`src/rtl/diag_unlock_pkg.sv`:
```
package diag_unlock_pkg;
  localparam int KEY_W    = 4;
  localparam int NUM_KEYS = 5;

  typedef logic [KEY_W-1:0] key_t;

  // expected key per sequence position, position 0 first
  localparam key_t KEY_TABLE [NUM_KEYS] = '{4'h4, 4'hB, 4'h2, 4'h7, 4'hD};
endpackage

```
`src/rtl/dus_rst_sync.sv`:
```
module dus_rst_sync #(
  parameter int STAGES = 2
) (
  input  logic clk,
  input  logic rst_n,
  output logic rst_sync_n
);
  logic [STAGES-1:0] chain_q;

  always_ff @(posedge clk or negedge rst_n) begin
    if (!rst_n) chain_q <= '0;
    else        chain_q <= {chain_q[STAGES-2:0], 1'b1};
  end

  assign rst_sync_n = chain_q[STAGES-1];
endmodule

```
`src/rtl/dus_key_check.sv`:
```
module dus_key_check
  import diag_unlock_pkg::*;
#(
  parameter int POS_W = 3
) (
  input  logic [POS_W-1:0] pos,
  input  key_t             key,
  output logic             match
);
  logic [NUM_KEYS-1:0] hit;

  for (genvar gi = 0; gi < NUM_KEYS; gi++) begin : g_slot
    assign hit[gi] = (pos == POS_W'(gi)) && (key == KEY_TABLE[gi]);
  end

  assign match = |hit;
endmodule

```
`src/rtl/dus_seq_tracker.sv`:
```
module dus_seq_tracker
  import diag_unlock_pkg::*;
#(
  parameter int POS_W = 3
) (
  input  logic             clk,
  input  logic             rst_n,
  input  logic             wr_en,
  input  logic             key_match,
  input  logic             hard_clr,
  output logic [POS_W-1:0] pos_q,
  output logic             unlocked_q
);
  localparam logic [POS_W-1:0] LAST_POS = POS_W'(NUM_KEYS - 1);

  logic [POS_W-1:0] pos_d;
  logic             unlocked_d;
  logic             upd;

  assign upd = hard_clr | wr_en;

  always_comb begin
    pos_d      = pos_q;
    unlocked_d = unlocked_q;
    if (hard_clr) begin
      pos_d      = '0;
      unlocked_d = 1'b0;
    end else if (wr_en) begin
      if (unlocked_q || !key_match) begin
        pos_d      = '0;
        unlocked_d = 1'b0;
      end else begin
        pos_d = pos_q + 1'b1;
        if (pos_q == LAST_POS) unlocked_d = 1'b1;
      end
    end
  end

  always_ff @(posedge clk or negedge rst_n) begin
    if (!rst_n) begin
      pos_q      <= '0;
      unlocked_q <= 1'b0;
    end else if (upd) begin
      pos_q      <= pos_d;
      unlocked_q <= unlocked_d;
    end
  end

  // unlocking only ever follows the last key position
  p_unlock_after_last_r3: assert property (@(posedge clk) disable iff (!rst_n)
    $rose(unlocked_q) |-> ($past(pos_q) == LAST_POS && $past(wr_en)));

  // a mismatching key sends the sequence back to its start
  p_mismatch_restart_r4: assert property (@(posedge clk) disable iff (!rst_n)
    (wr_en && !unlocked_q && !key_match) |=> (pos_q == '0 && !unlocked_q));

  // position stays within the key range plus one
  p_pos_range_r4: assert property (@(posedge clk) disable iff (!rst_n)
    pos_q <= POS_W'(NUM_KEYS));

  // any write while unlocked relocks
  p_relock_r5: assert property (@(posedge clk) disable iff (!rst_n)
    (wr_en && unlocked_q) |=> (!unlocked_q && pos_q == '0));
endmodule

```
`src/rtl/dus_pulse_gen.sv`:
```
module dus_pulse_gen (
  input  logic clk,
  input  logic rst_n,
  input  logic wr_en,
  input  logic rst_bit,
  output logic clr_req,
  output logic pulse_q
);
  logic pulse_d;

  assign clr_req = wr_en & rst_bit;
  assign pulse_d = clr_req;

  always_ff @(posedge clk or negedge rst_n) begin
    if (!rst_n) pulse_q <= 1'b0;
    else        pulse_q <= pulse_d;
  end

  // a pulse is always caused by a reset-bit write one cycle earlier
  p_pulse_source_r6: assert property (@(posedge clk) disable iff (!rst_n)
    pulse_q |-> $past(wr_en && rst_bit));

  // a diagnostic write without the reset bit never pulses
  p_no_pulse_r7: assert property (@(posedge clk) disable iff (!rst_n)
    (wr_en && !rst_bit) |=> !pulse_q);
endmodule

```
`src/rtl/diag_unlock_seq.sv`:
```
module diag_unlock_seq
  import diag_unlock_pkg::*;
#(
  parameter int DATA_W  = 8,
  parameter int EN_BIT  = 7,
  parameter int RST_BIT = 2
) (
  input  logic              clk,
  input  logic              rst_n,
  input  logic              seq_wr_en,
  input  logic [DATA_W-1:0] seq_wr_data,
  input  logic              diag_wr_en,
  input  logic [DATA_W-1:0] diag_wr_data,
  output logic [DATA_W-1:0] diag_rd_data,
  output logic              hard_rst_pulse
);
  localparam int POS_W = $clog2(NUM_KEYS + 1);

  logic             rst_sync_n;
  logic             key_match;
  logic             hard_clr;
  logic             unlocked;
  logic [POS_W-1:0] pos;
  logic             unused_bits;

  assign unused_bits = ^{seq_wr_data[DATA_W-1:KEY_W], diag_wr_data};

  dus_rst_sync #(.STAGES(2)) u_rst_sync (
    .clk        (clk),
    .rst_n      (rst_n),
    .rst_sync_n (rst_sync_n)
  );

  dus_key_check #(.POS_W(POS_W)) u_key_check (
    .pos   (pos),
    .key   (seq_wr_data[KEY_W-1:0]),
    .match (key_match)
  );

  dus_pulse_gen u_pulse_gen (
    .clk     (clk),
    .rst_n   (rst_sync_n),
    .wr_en   (diag_wr_en),
    .rst_bit (diag_wr_data[RST_BIT]),
    .clr_req (hard_clr),
    .pulse_q (hard_rst_pulse)
  );

  dus_seq_tracker #(.POS_W(POS_W)) u_tracker (
    .clk        (clk),
    .rst_n      (rst_sync_n),
    .wr_en      (seq_wr_en),
    .key_match  (key_match),
    .hard_clr   (hard_clr),
    .pos_q      (pos),
    .unlocked_q (unlocked)
  );

  always_comb begin
    diag_rd_data         = '0;
    diag_rd_data[EN_BIT] = unlocked;
  end

  // the pulse cycle always sees the flag already cleared
  p_pulse_clears_r8: assert property (@(posedge clk) disable iff (!rst_sync_n)
    hard_rst_pulse |-> (!unlocked && pos == '0));

  // a colliding sequence write loses to the hard reset
  p_collision_r9: assert property (@(posedge clk) disable iff (!rst_sync_n)
    (seq_wr_en && diag_wr_en && diag_wr_data[RST_BIT]) |=> (pos == '0 && !unlocked));
endmodule

```
`config.mk`:
```
export PLATFORM = sky130hd
export DESIGN_NAME = diag_unlock_seq
export DESIGN_NICKNAME = d
export VERILOG_FILES = /design/src/rtl/diag_unlock_pkg.sv /design/src/rtl/dus_rst_sync.sv /design/src/rtl/dus_key_check.sv /design/src/rtl/dus_seq_tracker.sv /design/src/rtl/dus_pulse_gen.sv /design/src/rtl/diag_unlock_seq.sv
export SDC_FILE = /design/constraint.sdc
export NUM_CORES = 1
export LEC_CHECK = 0
export ABC_CLOCK_PERIOD_IN_PS = 800
export BUFFER_PORTS_ARGS = -buffer_cell sky130_fd_sc_hd__clkbuf_2
export CELL_PAD_IN_SITES_DETAIL_PLACEMENT = 2
export CELL_PAD_IN_SITES_GLOBAL_PLACEMENT = 2
export CORE_MARGIN = 2
export CORE_UTILIZATION = 22
export DETAILED_ROUTE_END_ITERATION = 8
export GPL_TIMING_DRIVEN = 0
export PLACE_DENSITY_LB_ADDON = 0.1
export SETUP_SLACK_MARGIN = 0.5
export SLEW_MARGIN = 20
export SYNTH_ARGS = -nofsm -noshare
export SYNTH_HDL_FRONTEND = slang
export SYNTH_SLANG_ARGS = --single-unit
export TNS_END_PERCENT = 50
```
`constraint.sdc`:
```
create_clock -name clk -period 0.8 [get_ports clk]
set_input_delay 0.04 -clock clk [delete_from_list [all_inputs] [get_ports clk]]
set_output_delay 0.04 -clock clk [all_outputs]
set_load 0.05 [all_outputs]
```
==> flow_summary.ini, run 1 <==
[outcome]
status = complete, but fails checks
violations = setup timing

[final_layout]
layout_commonest_cell = buf_4
fin_cells = 106
design_area_um2 = 797.0
final_cell_mix = 12 x buf_4, 8 x conb_1, 8 x clkbuf_2
post-route-util = 0.3674
layout-drive-gt1-share = 0.5641
diodes = 0
fin_nets = 104
n_fill_cell = 253
area_growth_pct = 60.45

[sta]
post-route-min-period_ns = 1.813
tightest_slew_ns = 0.5170
rsz0062_at_grt = true
maxSlewHeadroom = 0.6553
clock.fmax_ghz = 0.5516
worst_slack_ns = -1.013
slew_violations = 0
clock_skew_ns = 0.004133
hold_violations = 0
period_share = 2.266
setup_viol = 6
whs_ns = 0.05535

[floorplan]
start_util = 0.2290
die-area_um2 = 2654
die_w_um = 51.52
io_pins = 29
die_h_um = 51.52
core_area_um2 = 2170
rows = 17

[worst_setup_path]
crit_type = reg2reg
cp-end-kind = register
r2r_slack_ns = -1.01
critical_path.startpoint_type = register
crit-reg2reg-launch = u_tracker.pos_q[0]
worstReg2RegEnd = u_tracker.pos_q[2]
reg2regPathDepth = 6
path_max_fanout = 4
cp.arrival_ns = 1.97
cp.required_ns = 0.96

[route]
vias = 446
drt_pass1_iterations = 4
finalWirelength_um = 1294
top_layer = met4
drtAntennaViolNets = 0
drtIter0Drc = 3
wl_met2_um = 737
wl_per_cell_um = 12.21
drcViolationCount = 0
route.met3.wl_um = 93
viasPerCell = 4.208
m1WireLength_um = 440

[yosys]
yosysWarnings = 0
yosysSeqAreaShare = 0.3526
ys_ff_latch = 7
syn_area_per_cell_um2 = 9.740
async_flop_share = 1.000
ys.flop_type = dfrtp_1
syn-cell-area_um2 = 496.7
netlist_instances = 51
synth_edf_count = 0
synth.distinct_cells = 22

[worst_hold_path]
worst_hold_path.endpoint = u_pulse_gen.pulse_q
hold_start = diag_wr_data[2]
holdPathStages = 2
worst_hold_path_type = in2reg

[cts]
htree_levels = 1
cts_tree = done
clockRootBuffer = clkbuf_4
insertion_delay_ns = 0.26
cts.sinks = 7
max-clock-path-buffers = 2
cts_inserted_buffers = 3
clk_pin_slew_ns = 0.06

[global_route]
overflow = 0
grt_use_total = 0.1156
antenna_found_initial = 0
grt_pass1_vias = 471
grt_max_degree = 7
grt_pass1_wl_um = 2139

[place]
pre_cts_slack_ns = -1.070
numPortBuffers = 10
globalplace.congestion = 0.6774
dp.final_hpwl_um = 957.5
placement.cell_area_um2 = 609.3
dpl.cell_count = 95

[pwr]
power_density_nw_per_um2 = 1297
power_leakage_uw = 0.0003840
ir_worst_vdd_uv = 920.8

[run]
drv_cap = 0
-- flip-flops by register name, summed over array words and instances (netlist names) --
name,count
u_pulse_gen.pulse_q,1
u_rst_sync.chain_q,2
u_tracker.pos_q,3
u_tracker.unlocked_q,1
-- power breakdown --
group          switching (µW)  internal [µW]  total, µW  leakage, µW
combinational             179            133        313     0.000277
sequential               18.4            369        387    0.0000891
clock                     150            184        334    0.0000177
-- cells by family (layout without fill, tap and decap cells) --
group / Yosys count / in the layout / synth area share
other: 2 / 8 / 0.01512
and+or+nand+nor: 12 / 12 / 0.1361
adders and majority gates: 5 / 5 / 0.1259
AOI/OAI and AO/OA: 12 / 12 / 0.2116
buffers and inverters: 13 / 34 / 0.1587
DFF: 7 / 7 / 0.3526
-- synthesized netlist by cell type, types with 2 or more instances --
cell type,n,share of area
buf_4,8,0.12
conb_1,2,0.015
dfrtp_1,7,0.35
ha_1,5,0.13
inv_1,5,0.038
nand2_1,7,0.053
o31ai_1,2,0.030
-- layer usage --
layer  track usage  vias up
li1              -      216
met1        0.1167      212
met2        0.2009       14
met3       0.06322        4
met4       0.03947        0
met5             0        -
-- repair_timing --
item,4_1_cts,5_1_grt
pin swaps,2,1
setup endpoints to repair,7,12
hold buffers,1,0
hold endpoints to repair,2,0
resized for setup,9,12
buffers inserted,4,2
-- cell type report --
class / count / area, µm² / share of cell area
multi-input cells: 37 / 334.1 / 0.4192
repair buffers: 17 / 137.6 / 0.1727
flip-flops and latches: 7 / 177.7 / 0.2229
clock inverters: 1 / 5.005 / 0.006279
inverters: 5 / 21.27 / 0.02669
well taps: 28 / 35.03 / 0.04396
plain buffers: 8 / 63.81 / 0.08006
clock buffers: 3 / 22.52 / 0.02826
-- through the flow --
stage | power (µW) | TNS, ns
2_1_floorplan | 563.9 | -3.344
3_3_place_gp | 618.3 | -4.041
3_5_place_dp | 620.8 | -4.112
4_1_cts | 993.2 | -4.104
5_1_grt | 1107 | -4.421
6_report | 1034 | -4.055
-- worst max-delay path, stage by stage, from the launching register on --
cell and delay, ns:
dfrtp_2 0.43, buf_12 0.12, ha_4 0.12, o2bb2ai_2 0.09, a32oi_2 0.10, or4_4 0.55, o41ai_4 0.30
-- worst max path at each step --
| stage | start | slack (ns) | cells after the start | end |
|---|---|---|---|---|
| detailed placement | u_tracker.pos_q[0] | -1.07 | 6 | u_tracker.pos_q[2] |
| CTS | u_tracker.pos_q[1] | -1.03 | 6 | u_tracker.pos_q[2] |
| global route | u_tracker.pos_q[0] | -1.09 | 6 | u_tracker.pos_q[2] |
| finish | u_tracker.pos_q[0] | -1.01 | 6 | u_tracker.pos_q[2] |
| floorplan | u_tracker.pos_q[0] | -0.86 | 6 | u_tracker.pos_q[2] |
| global placement | u_tracker.pos_q[0] | -1.04 | 6 | u_tracker.pos_q[1] |
(Power assumes the default switching activity.)
==> run 2: changes to the inputs <==
- ABC_CLOCK_PERIOD_IN_PS: 800 -> 2100
- CORE_MARGIN: 2 -> 8
- CORE_UTILIZATION: 22 -> 26
- CTS_BUF_LIST: not set -> sky130_fd_sc_hd__clkbuf_2
- clock period: 0.8 -> 2.1 ns (I/O delays scaled with it)
==> flow_summary.ini, run 2 (synthesis gave the netlist of run 1 again) <==
[cts]
insertion_delay_ns = 0.24
clockRootBuffer = clkbuf_2
clk_pin_slew_ns = 0.08
htree_levels = 1
cts.sinks = 7
cts_inserted_buffers = 3
max-clock-path-buffers = 2
cts_tree = done

[worst_setup_path]
crit_type = reg2reg
worst-path-buf-inv = 1
slowest_stage = or4_4
path_cells = inv_2 -> ha_4 -> nor3b_2 -> o32ai_1 -> or4_4 -> o41ai_2
cp.required_ns = 2.25
worstReg2RegEnd = u_tracker.pos_q[2]
cp-end-kind = register
crit-reg2reg-launch = u_tracker.pos_q[1]
reg2regPathDepth = 6
cp.arrival_ns = 1.92
r2r_slack_ns = 0.33
cp_top_family = simple AND/OR/NAND/NOR gates
path_max_fanout = 4
max_stage_delay_ns = 0.47
critical_path.startpoint_type = register

[outcome]
status = completed

[floorplan]
die_w_um = 59.71
die-area_um2 = 3565
start_util = 0.2640
rows = 16
die_h_um = 59.71
io_pins = 29
core_area_um2 = 1882

[route]
vias = 443
finalWirelength_um = 1287
drcViolationCount = 0
viasPerCell = 4.140
drtIter0Drc = 2
drtAntennaViolNets = 0
wl_per_cell_um = 12.03
drt_pass1_iterations = 4

[pwr]
p_sw_uw = 122.4
power.internal_uw = 235.3
power_density_nw_per_um2 = 487.0
p_sw_frac = 0.3422
power_leakage_uw = 0.0003642
ir_worst_vdd_uv = 315.4
power_frac_seq = 0.405
pwr-share-comb = 0.308
clockPowerShare = 0.287
p_total_uw = 357.7

[place]
dpl.cell_count = 94
dp.final_hpwl_um = 987.6
numPortBuffers = 10
globalplace.congestion = 0.7043

[sta]
rsz0062_at_grt = true
slew_violations = 0
period_share = 0.8427
clock_skew_ns = 0.008810
setup_viol = 0
post-route-min-period_ns = 1.770
setup_tns_ns = 0
clock.fmax_ghz = 0.5651
hold_violations = 0

[final_layout]
fin_nets = 106
multi_input_area_um2 = 305.3
final_cell_mix = 16 x buf_4, 14 x clkbuf_2, 8 x conb_1
regArea_um2 = 176.4
layout_commonest_cell = buf_4
area_growth_pct = 47.86
layout-drive-gt1-share = 0.5250
reg.largest.list = u_tracker.pos_q x3, u_rst_sync.chain_q x2
fin_cells = 107
largest_register_ffs = 3
largest_register = u_tracker.pos_q
n_fill_cell = 243
diodes = 0

[worst_hold_path]
worst_hold_path_type = reg2async

[global_route]
grt_max_degree = 7
grt_pass1_wl_um = 2228
grt_pass1_vias = 501
grt_use_total = 0.08513
antenna_found_initial = 0
overflow = 0

[run]
drv_cap = 0
run 2: cell types whose count changed in the layout (fill, tap and decap cells not counted), sizes merged:
| cell | change |
|---|---|
| clkinv | -1 |
| clkbuf | +3 |
run 2: worst max path at each step:
stage                             startpoint                  to  slack, ns  depth (start not counted)
after floorplan           u_tracker.pos_q[0]  u_tracker.pos_q[2]       0.44                          6
after global placement    u_tracker.pos_q[0]  u_tracker.pos_q[1]       0.29                          6
after detailed placement  u_tracker.pos_q[0]  u_tracker.pos_q[2]       0.27                          6
after CTS                 u_tracker.pos_q[0]  u_tracker.pos_q[2]       0.33                          6
after global routing      u_tracker.pos_q[1]  u_tracker.pos_q[2]       0.21                          6
final                     u_tracker.pos_q[1]  u_tracker.pos_q[2]       0.33                          6
run 2: repair_timing:
item	CTS	global route
endpoints found under the setup margin	4	4
hold buffers	1	0
gates resized for setup	8	0
hold endpoints to repair	2	0
buffers inserted	6	2
pin swaps	3	0
run 2: layout make-up:
cell class / instances / share of cell area
well taps: 27 / 0.04600
plain buffers: 8 / 0.08177
multi-input cells: 37 / 0.4157
repair buffers: 19 / 0.1635
flip-flops and latches: 7 / 0.2402
clock buffers: 4 / 0.02726
inverters: 5 / 0.02555
run 2: power by group through the flow:
stage	Sequential, µW	Combinational [µW]	Clock [µW]
finish	145	110	103
global route	146	120	119
CTS	146	105	107
detailed placement	148	88.1	0
global placement	148	87.0	0
floorplan	150	64.9	0
run 2: routing by layer:
layer,part of all wire,vias up,track usage
li1,-,220,-
met1,0.40,211,0.08733
met2,0.53,8,0.1415
met3,0.049,4,0.04086
met4,0.017,0,0.04082
met5,0,-,0
run 2: stage by stage:
step,hold slack [ns],setup WS [ns],util,area [µm²]
detailed placement,-0.1071,0.2740,0.3231,608.1
CTS,0.08991,0.3318,0.3823,719.4
floorplan,-0.1906,0.4378,-,524.3
global route,0.09439,0.2141,0.3903,734.5
global placement,-0.1090,0.2947,0.3231,608.1
finish,0.08435,0.3303,0.3903,734.5
==> run 3: changes to the inputs <==
- ABC_CLOCK_PERIOD_IN_PS: 2100 -> 1600
- CORE_UTILIZATION: 26 -> 21
- clock period: 2.1 -> 1.6 ns (I/O delays scaled with it)
==> flow_summary.ini, run 3 (synthesis gave the netlist of run 1 again) <==
[outcome]
violations = setup timing
status = complete, but fails checks

[final_layout]
fin_nets = 104
fin_cells = 106
largest_register = u_tracker.pos_q
reg.largest.list = u_tracker.pos_q x3, u_rst_sync.chain_q x2
final_cell_mix = 14 x buf_4, 13 x clkbuf_2, 8 x conb_1
post-route-util = 0.3345
layout_commonest_cell = buf_4
largest_register_ffs = 3
diodes = 0
area_growth_pct = 50.38
layout-drive-gt1-share = 0.5256

[worst_setup_path]
max_stage_delay_ns = 0.47
worst-path-buf-inv = 1
path_cells = inv_2 -> ha_4 -> nor3b_4 -> o32ai_1 -> or4_4 -> o41ai_2
cp.required_ns = 1.73
path_max_fanout = 4
critical_path.startpoint_type = register
cp-end-kind = register
r2r_slack_ns = -0.18
crit_type = reg2reg
cp.arrival_ns = 1.91
cp_top_family = simple AND/OR/NAND/NOR gates
slowest_stage = or4_4

[cts]
clk_pin_slew_ns = 0.07
cts_inserted_buffers = 3
cts.sinks = 7
clockRootBuffer = clkbuf_2
insertion_delay_ns = 0.23
cts_tree = done
max-clock-path-buffers = 2
htree_levels = 1

[run]
drv_cap = 0

[global_route]
grt_max_degree = 7
antenna_found_initial = 0
top_usage_layer = met2
overflow = 0
grtUsageMet1 = 0.07115
grt_use_total = 0.06465
grt_pass1_wl_um = 2145
grt_pass1_vias = 456
grt_use_met2 = 0.1068
use_met3 = 0.02405

[sta]
slew_violations = 0
period_share = 1.113
post-route-min-period_ns = 1.780
rsz0062_at_grt = true
setup_viol = 4
hold_violations = 0
clock.fmax_ghz = 0.5617
worst_slack_ns = -0.1802
clock_skew_ns = 0.005687

[route]
drcViolationCount = 0
drtAntennaViolNets = 0
viasPerCell = 4.085
drtIter0Drc = 0
vias = 433
finalWirelength_um = 1308
wl_per_cell_um = 12.34
drt_pass1_iterations = 1

[worst_hold_path]
worst_hold_path_type = reg2async

[place]
numPortBuffers = 10
globalplace.congestion = 0.6706
dpl.cell_count = 95
dp.final_hpwl_um = 1023
pre_cts_slack_ns = -0.2312

[pwr]
power_leakage_uw = 0.0003595
ir_worst_vdd_uv = 409.5
power_density_nw_per_um2 = 620.8
p_total_uw = 463.7

[floorplan]
die-area_um2 = 4178
die_h_um = 64.64
rows = 17
die_w_um = 64.64
io_pins = 29
start_util = 0.2224
core_area_um2 = 2233
run 3: area by class of cell:
class / count / area, µm²
buffer: 8 / 60.06
clock buffer: 4 / 20.02
fill: 249 / 1486
inverter: 5 / 18.77
multi-input combinational: 37 / 325.3
sequential: 7 / 176.4
tap: 28 / 35.03
timing repair buffer: 17 / 111.4
run 3: worst paths after layout:
kind | start | to | cells after the start
worst max register to register | u_tracker.pos_q[0] | u_tracker.pos_q[2] | 6
worst min register to register | u_rst_sync.chain_q[1] | u_tracker.unlocked_q | 0
worst max-delay path | u_tracker.pos_q[0] | u_tracker.pos_q[2] | 6
min in group clk | diag_wr_data[2] | u_pulse_gen.pulse_q | 2
max in group asynchronous | u_rst_sync.chain_q[1] | u_tracker.pos_q[0] | 0
worst min-delay path | u_rst_sync.chain_q[1] | u_tracker.unlocked_q | 0
run 3: power breakdown:
| group | switching, µW | leakage, µW | internal [µW] |
|---|---|---|---|
| registers | 7.25 | 0.0000901 | 184 |
| clock network | 61.5 | 0.0000166 | 66.4 |
| logic | 86.9 | 0.000253 | 57.8 |
| total | 156 | 0.000360 | 308 |
run 3: metal layers:
layer / up-vias / wire length, µm
met5: - / 0
met4: 0 / 22
met3: 2 / 62
met2: 10 / 702
met1: 206 / 521
li1: 215 / -
run 3: worst reg2reg max path: stages (launching register included):
cell     delay, ns
dfrtp_2       0.45
inv_2         0.10
ha_4          0.14
nor3b_4       0.15
o32ai_1       0.09
or4_4         0.47
o41ai_2       0.29
run 3: per-stage QoR:
stage	hold WS, ns	area (µm²)	TNS (ns)
2_1_floorplan	-0.2156	524.3	-0.1363
3_3_place_gp	-0.1329	609.3	-0.8023
3_5_place_dp	-0.1316	609.3	-0.8249
4_1_cts	0.09139	698.2	-0.5746
5_1_grt	0.09870	747.0	-0.8311
6_report	0.07217	747.0	-0.4928
run 3: what timing repair did:
item	4_1_cts	5_1_grt
resized for setup	7	6
endpoints found under the hold margin	2	0
setup buffers	4	2
endpoints found under the setup margin	5	5
pin swaps	2	2
hold buffers	1	0
